**src/rtl/aes_tcol_pkg.sv**
```systemverilog
package aes_tcol_pkg;
    localparam int BYTE_W  = 8;
    localparam int ROWS    = 4;
    localparam int WORD_W  = BYTE_W * ROWS;
    localparam int STATE_W = WORD_W * ROWS;
    localparam int NBYTES  = ROWS * ROWS;
    localparam int COL_W   = $clog2(ROWS);

    typedef logic [BYTE_W-1:0] byte_t;
    typedef logic [WORD_W-1:0] word_t;

    // doubling in GF(2^8) with reduction 0x11B
    function automatic byte_t gf_dbl(input byte_t a);
        return {a[6:0], 1'b0} ^ (a[7] ? 8'h1B : 8'h00);
    endfunction

    function automatic byte_t gf_mul(input byte_t a, input byte_t b);
        byte_t acc = '0;
        byte_t x   = a;
        for (int i = 0; i < BYTE_W; i++) begin
            if (b[i]) acc = acc ^ x;
            x = gf_dbl(x);
        end
        return acc;
    endfunction

    // a^254 by square and multiply; zero stays zero
    function automatic byte_t gf_inv(input byte_t a);
        byte_t p = a;
        byte_t r = 8'h01;
        for (int k = 1; k < BYTE_W; k++) begin
            p = gf_mul(p, p);
            r = gf_mul(r, p);
        end
        return r;
    endfunction

    function automatic byte_t rotl8(input byte_t v, input int n);
        logic [2*BYTE_W-1:0] vv;
        vv = {v, v} << n;
        return vv[2*BYTE_W-1:BYTE_W];
    endfunction

    function automatic byte_t sbox_f(input byte_t a);
        byte_t v = gf_inv(a);
        return v ^ rotl8(v, 1) ^ rotl8(v, 2) ^ rotl8(v, 3) ^ rotl8(v, 4) ^ 8'h63;
    endfunction

    // table word for a byte arriving from row `row`
    function automatic word_t ttab_f(input int row, input byte_t x);
        byte_t s;
        word_t w;
        logic [2*WORD_W-1:0] ww;
        s  = sbox_f(x);
        w  = {gf_dbl(s), s, s, gf_dbl(s) ^ s};
        ww = {w, w} >> (BYTE_W * row);
        return ww[WORD_W-1:0];
    endfunction
endpackage

```
**src/rtl/tcol_diag_sel.sv**
```systemverilog
module tcol_diag_sel
    import aes_tcol_pkg::*;
(
    input  logic [STATE_W-1:0]            state_i,
    input  logic [COL_W-1:0]              col_i,
    output logic [ROWS-1:0][BYTE_W-1:0]   bytes_o
);
    logic [NBYTES-1:0][BYTE_W-1:0] st;
    assign st = state_i;

    for (genvar r = 0; r < ROWS; r++) begin : g_row
        logic [COL_W-1:0]   src_col;
        logic [2*COL_W-1:0] idx;
        assign src_col = col_i + COL_W'(r);
        assign idx     = {src_col, COL_W'(r)};
        // byte k lives at packed element NBYTES-1-k
        assign bytes_o[ROWS-1-r] = st[(2*COL_W)'(NBYTES-1) - idx];
    end
endmodule

```
**src/rtl/tcol_tbox.sv**
```systemverilog
module tcol_tbox
    import aes_tcol_pkg::*;
#(
    parameter int ROW = 0
) (
    input  logic [BYTE_W-1:0] byte_i,
    output logic [WORD_W-1:0] word_o
);
    always_comb word_o = ttab_f(ROW, byte_i);
endmodule

```
**src/rtl/tcol_fold.sv**
```systemverilog
module tcol_fold
    import aes_tcol_pkg::*;
#(
    parameter int N_IN = ROWS
) (
    input  logic [N_IN-1:0][WORD_W-1:0] words_i,
    input  logic [WORD_W-1:0]           key_i,
    output logic [WORD_W-1:0]           word_o
);
    always_comb begin
        word_o = key_i;
        for (int i = 0; i < N_IN; i++) word_o = word_o ^ words_i[i];
    end
endmodule

```
**src/rtl/aes_tcol_round.sv**
```systemverilog
module aes_tcol_round
    import aes_tcol_pkg::*;
(
    input  logic               clk,
    input  logic               rst_n,
    input  logic               in_valid,
    input  logic [STATE_W-1:0] state_i,
    input  logic [COL_W-1:0]   col_i,
    input  logic [WORD_W-1:0]  rkey_i,
    output logic               out_valid,
    output logic [WORD_W-1:0]  col_o
);
    typedef struct packed {
        logic              vld;
        logic [WORD_W-1:0] col;
    } out_reg_t;

    logic [ROWS-1:0][BYTE_W-1:0] diag_w;
    logic [ROWS-1:0][WORD_W-1:0] tword_w;
    logic [WORD_W-1:0]           fold_w;
    out_reg_t                    out_d, out_q;

    tcol_diag_sel u_sel (
        .state_i (state_i),
        .col_i   (col_i),
        .bytes_o (diag_w)
    );

    for (genvar r = 0; r < ROWS; r++) begin : g_tbox
        tcol_tbox #(.ROW(r)) u_tbox (
            .byte_i (diag_w[ROWS-1-r]),
            .word_o (tword_w[r])
        );
    end

    tcol_fold #(.N_IN(ROWS)) u_fold (
        .words_i (tword_w),
        .key_i   (rkey_i),
        .word_o  (fold_w)
    );

    always_comb begin
        out_d     = out_q;
        out_d.vld = in_valid;
        if (in_valid) out_d.col = fold_w;
    end

    always_ff @(posedge clk or negedge rst_n) begin
        if (!rst_n) out_q <= '0;
        else        out_q <= out_d;
    end

    assign out_valid = out_q.vld;
    assign col_o     = out_q.col;
endmodule

```
**config.mk**
```make
export PLATFORM = sky130hd
export DESIGN_NAME = aes_tcol_round
export DESIGN_NICKNAME = d
export VERILOG_FILES = /design/src/rtl/aes_tcol_pkg.sv /design/src/rtl/tcol_diag_sel.sv /design/src/rtl/tcol_tbox.sv /design/src/rtl/tcol_fold.sv /design/src/rtl/aes_tcol_round.sv
export SDC_FILE = /design/constraint.sdc
export NUM_CORES = 2
export LEC_CHECK = 0
export CORE_MARGIN = 1
export CORE_UTILIZATION = 60
export CTS_BUF_LIST = sky130_fd_sc_hd__clkbuf_2
export DETAILED_ROUTE_END_ITERATION = 16
export GPL_ROUTABILITY_DRIVEN = 0
export GPL_TIMING_DRIVEN = 1
export HOLD_SLACK_MARGIN = 0.15
export PLACE_DENSITY_LB_ADDON = 0.05
export SLEW_MARGIN = 30
export SYNTH_ARGS = -nofsm -noshare
export SYNTH_HDL_FRONTEND = slang
export SYNTH_SLANG_ARGS = --single-unit
```
**constraint.sdc**
```tcl
create_clock -name clk -period 0.9 [get_ports clk]
set_clock_uncertainty 0.15 [all_clocks]
set_input_delay 0.09 -clock clk [delete_from_list [all_inputs] [get_ports clk]]
set_output_delay 0.09 -clock clk [all_outputs]
set_load 0.005 [all_outputs]
```
==> run_results.csv, run 1 <==
group,metric,value,unit
status,status,"aborted with a tool error",
status,failing_step,"5_1_grt",
status,stop_error,"[ERROR GRT-0232] Routing congestion too high. Check the congestion heatmap in the GUI.",
global_routing,grt_overflow_total,1168,
logic_synthesis,synthFlopType,"dfrtp_1",
logic_synthesis,postSynthCellCount,8002,
floorplan,pin_count,198,
clock_tree,cts_buffers,5,
global_routing,grt.total_usage,86.7,%
global_routing,grt_max_degree,35,
logic_synthesis,synth_seq_cells,33,
floorplan,die_w,321,um
logic_synthesis,yosysWarnings,0,
floorplan,initial_core_util,60.8,%
clock_tree,cts_htree_levels,2,
clock_tree,cts_buffer_depth,2,
sta,endpoint_type,"register data pin",
placed_design,placed_cell_area,84200,um^2
floorplan,std_cell_rows,116,
placed_design,portBuffers,197,
placed_design,dpl.cell_count,11500,
sta,postGrtWorstEndpoint,"col_o[4]$_DFFE_PN0P_/D",
logic_synthesis,synth_edf_count,0,
clock_tree,root_buffer,"clkbuf_2",
logic_synthesis,syn_nets,8187,
placed_design,dp_hpwl,171,mm
floorplan,dieHeight,321,um
logic_synthesis,synth_area_per_cell,7.65,um^2
logic_synthesis,synth_seq_area_share,1.35,%
logic_synthesis,syn_area,61200,um^2
logic_synthesis,synth.distinct_cells,126,
logic_synthesis,async_reset_ff_share,100,%
clock_tree,clkSinkCount,33,
[layer usage]
metal	global-route usage (%)	GRT overflow
met1	84.6	107
met2	99.0	588
met3	77.4	100
met4	87.0	366
met5	59.8	7
[through the flow]
stage               hold WS, ns  worst slack [ns]  utilization, %
floorplan                -0.356            -13.53               -
global placement          0.327            -13.76            83.7
detailed placement        0.333            -14.28            83.7
CTS                      -0.112            -13.02            89.7
[repair_timing]
action,4_1_cts
resized for setup,781
setup buffers,313
endpoints found under the setup margin,65
pin swaps,356
gates cloned,2
hold endpoints to repair,33
[cells in the mapped netlist, types with 33 or more instances]
| master | instances | area, um^2 |
|---|---|---|
| xor2_1 | 458 | 4010 |
| o32ai_1 | 33 | 289 |
| a31oi_1 | 76 | 475 |
| nand3_1 | 190 | 951 |
| a22oi_1 | 60 | 450 |
| nor2b_1 | 50 | 313 |
| nand2_1 | 779 | 2920 |
| a211oi_1 | 79 | 593 |
| nor2_1 | 1077 | 4040 |
| and3_1 | 40 | 250 |
| o211ai_1 | 69 | 518 |
| nor3_1 | 214 | 1070 |
| dfrtp_1 | 33 | 826 |
| o21ai_0 | 352 | 1760 |
| inv_1 | 78 | 293 |
| buf_2 | 110 | 551 |
| xnor2_2 | 110 | 1790 |
| a221oi_1 | 33 | 289 |
| o21ai_1 | 36 | 180 |
| clkbuf_1 | 325 | 1220 |
| buf_1 | 53 | 199 |
| xnor3_2 | 34 | 808 |
| nand2b_1 | 78 | 488 |
| xnor2_1 | 1643 | 14400 |
| o22ai_1 | 105 | 657 |
| xor2_2 | 37 | 602 |
| mux4_2 | 36 | 811 |
| xnor3_1 | 346 | 7790 |
| a21oi_1 | 405 | 2030 |
| mux2i_1 | 201 | 2010 |
| mux2_2 | 72 | 811 |
| or3_1 | 38 | 238 |
| nor4_1 | 39 | 244 |
| and2_1 | 48 | 300 |
| o221ai_1 | 40 | 350 |
[cells by family after synthesis]
kind of cell	synth area share, %
AND/OR/NAND/NOR	19.2
AO/OA/AOI/OAI	17.6
adder cells (fa/ha/maj)	0.409
flip-flops	1.35
XOR/XNOR	51.0
multiplexers	5.96
buffers and inverters	4.55
==> run 2, diff against run 1 <==
--- a/config.mk
+++ b/config.mk
@@ -6,13 +6,11 @@
 export NUM_CORES = 2
 export LEC_CHECK = 0
 export CORE_MARGIN = 1
-export CORE_UTILIZATION = 60
-export CTS_BUF_LIST = sky130_fd_sc_hd__clkbuf_2
+export CORE_UTILIZATION = 40
 export DETAILED_ROUTE_END_ITERATION = 16
 export GPL_ROUTABILITY_DRIVEN = 0
 export GPL_TIMING_DRIVEN = 1
-export HOLD_SLACK_MARGIN = 0.15
-export PLACE_DENSITY_LB_ADDON = 0.05
+export PLACE_DENSITY_LB_ADDON = 0.15
 export SLEW_MARGIN = 30
 export SYNTH_ARGS = -nofsm -noshare
 export SYNTH_HDL_FRONTEND = slang
==> constraint.sdc (replaced) <==
create_clock -name clk -period 1.15 [get_ports clk]
set_clock_uncertainty 0.15 [all_clocks]
set_input_delay 0.115 -clock clk [delete_from_list [all_inputs] [get_ports clk]]
set_output_delay 0.115 -clock clk [all_outputs]
set_load 0.005 [all_outputs]
==> run_results.csv, run 2 <==
group,metric,value,unit
status,status,"complete, but fails checks",
status,violations,"negative setup slack",
cells_and_area,final_cell_mix,"buf_4 (2,699), xnor2_1 (1,273), nor2_1 (1,022), nand2_1 (757), a21oi_1 (370)",
sta,setup_viol,34,
detailed_routing,firstDrtPassIters,6,
detailed_routing,vias,68000,
logic_synthesis,synth_most_common_cell,"xnor2_1",
clock_tree,postCtsHoldBufs,0,
worst_setup_path,cp.buffers_inverters,15,
floorplan,pin_count,198,
sta,hold_viol_final,0,
logic_synthesis,syn_nets,8187,
global_routing,grt_max_degree,35,
logic_synthesis,synth_area_per_cell,7.65,um^2
run,drv_cap,0,
global_routing,grt.total_usage,27.0,%
cells_and_area,area_delta_synth_final,55.2,%
clock_tree,tritoncts,"yes",
sta,fin_tns_setup,-412.08,ns
cells_and_area,final_nets,10800,
clock_tree,clk_latency,0.29,ns
worst_setup_path,crit_path_max_fanout,8,
worst_setup_path,crit_family,"XOR/XNOR gates",
logic_synthesis,synth_edf_count,0,
logic_synthesis,synth_commonest_cells,"xnor2_1 (1,643), nor2_1 (1,077), nand2_1 (779)",
floorplan,initial_core_util,40.3,%
worst_setup_path,cp.arrival,14.18,ns
cells_and_area,fin_cells,12600,
logic_synthesis,synthFlopType,"dfrtp_1",
detailed_routing,wl_per_cell,17.4,um
worst_setup_path,start_kind,"input port",
global_routing,grt_pass1_vias,66800,
detailed_routing,routed_wl,220,mm
placed_design,dp_hpwl,170,mm
min_path,hold_path.class,"input port to async pin",
sta,fin_crit,14.16,ns
placed_design,dp_worst_setup_slack,-13.85,ns
logic_synthesis,synth.distinct_cells,126,
cells_and_area,final_common_cell,"buf_4",
logic_synthesis,synth_seq_area_share,1.35,%
placed_design,portBuffers,197,
logic_synthesis,yosysWarnings,0,
cells_and_area,fin_util,62.5,%
logic_synthesis,postSynthCellCount,8002,
clock_tree,path_clk_slew,0.06,ns
clock_tree,clkSinkCount,33,
global_routing,grt_pass1_wl,348,mm
placed_design,dpl.cell_count,12200,
logic_synthesis,netlist_top_cells_area,"xnor2_1 (24%), xnor3_1 (13%), nor2_1 (6.6%)",
worst_setup_path,required,1.17,ns
floorplan,core-area,152000,um^2
global_routing,grt_overflow_total,0,
detailed_routing,ant_nets,0,
worst_setup_path,cp-end-kind,"flip-flop",
sta,rsz0062_at_grt,"true",
worst_setup_path,max_stage_delay,0.56,ns
sta,min_period_over_period,1230,%
sta,slew_violations,0,
worst_setup_path,crit_type,"input port to flip-flop",
logic_synthesis,synth.largest_area_cell,"xnor2_1",
clock_tree,cts_buffers,5,
sta,worstMarginPinSlew,0.750,ns
detailed_routing,drcViolationCount,0,
worst_setup_path,slowest_stage,"mux4_2",
clock_tree,cts_htree_levels,2,
cells_and_area,drive_gt1_share,41.4,%
floorplan,die_area,155000,um^2
detailed_routing,via_per_inst,5.38,
logic_synthesis,synth_seq_cells,33,
global_routing,antenna_found_initial,1,
cells_and_area,largest_register_ffs,32,
sta,setup_slack,-13.01,ns
clock_tree,root_buffer,"clkbuf_16",
sta,relSlewSlack,49.7,%
logic_synthesis,syn_area,61200,um^2
floorplan,std_cell_rows,143,
floorplan,die_w,393,um
sta,fmax,70.6,MHz
floorplan,dieHeight,393,um
logic_synthesis,synth_top_area_share,23.5,%
detailed_routing,drt_iter0_markers,4572,
logic_synthesis,async_reset_ff_share,100,%
clock_tree,cts_buffer_depth,2,
run 2: what timing repair did:
| action | 4_1_cts | 5_1_grt |
|---|---|---|
| resized for setup | 669 | 529 |
| buffers inserted | 273 | 175 |
| pin swaps | 307 | 234 |
| endpoints found under the setup margin | 65 | 58 |
| gates cloned | 3 | 3 |
run 2: through the flow:
step | instance area (um^2) | hold slack, ns
after floorplan | 63900 | -0.331
after global placement | 85300 | 0.342
after detailed placement | 85300 | 0.344
after CTS | 90800 | 0.0847
after global routing | 95000 | 0.0862
final | 95000 | 0.0662
run 2: area by class of cell:
cell class                 count  area [um^2]
sequential                    33          826
multi-input combinational   7336        65700
antenna                        1         2.50
fill                       12900        56900
inverter                     100          410
timing repair buffer        3127        25300
clock buffer                   7          153
clock inverter                 1         5.00
tap                         2030         2540
run 2: cell families (layout without fill, tap and decap cells):
logic type / Yosys count / in the layout / synth area share (%)
compound gates: 1632 / 1632 / 17.6
xor+xnor: 2698 / 2699 / 51.0
fa+ha+maj: 20 / 20 / 0.409
buf+inv: 635 / 3235 / 4.55
flops: 33 / 33 / 1.35
mux: 310 / 311 / 5.96
other cells: 0 / 1 / 0
simple gates: 2674 / 2674 / 19.2
run 2: metal layers:
metal  vias to the layer above  global-route usage, %  wire (um)
met5                         -                      0          0
met4                         0                   4.41       4070
met3                       330                   1.00      10200
met2                      2065                   48.2     110000
met1                     32700                   36.3      95800
li1                      32900                      -          -
run 2: final timing paths:
| check | to | cells past startpoint | start | slack, ns |
|---|---|---|---|---|
| setup / recovery | col_o[21] | 66 | col_i[0] | -13.01 |
| hold / removal | col_o[16] | 2 | rst_n | 0.07 |
| setup reg to reg | col_o[22] | 1 | col_o[22] | 0.19 |
| hold reg to reg | col_o[26] | 1 | col_o[26] | 0.36 |
| max in group asynchronous | col_o[12] | 2 | rst_n | 0.59 |
| min in group clk | col_o[26] | 1 | col_o[26] | 0.36 |
Power of run 2 is left out: the tool's default activity adds up to more than one toggle a clock period on the data nets, which glitch-free logic cannot reach.
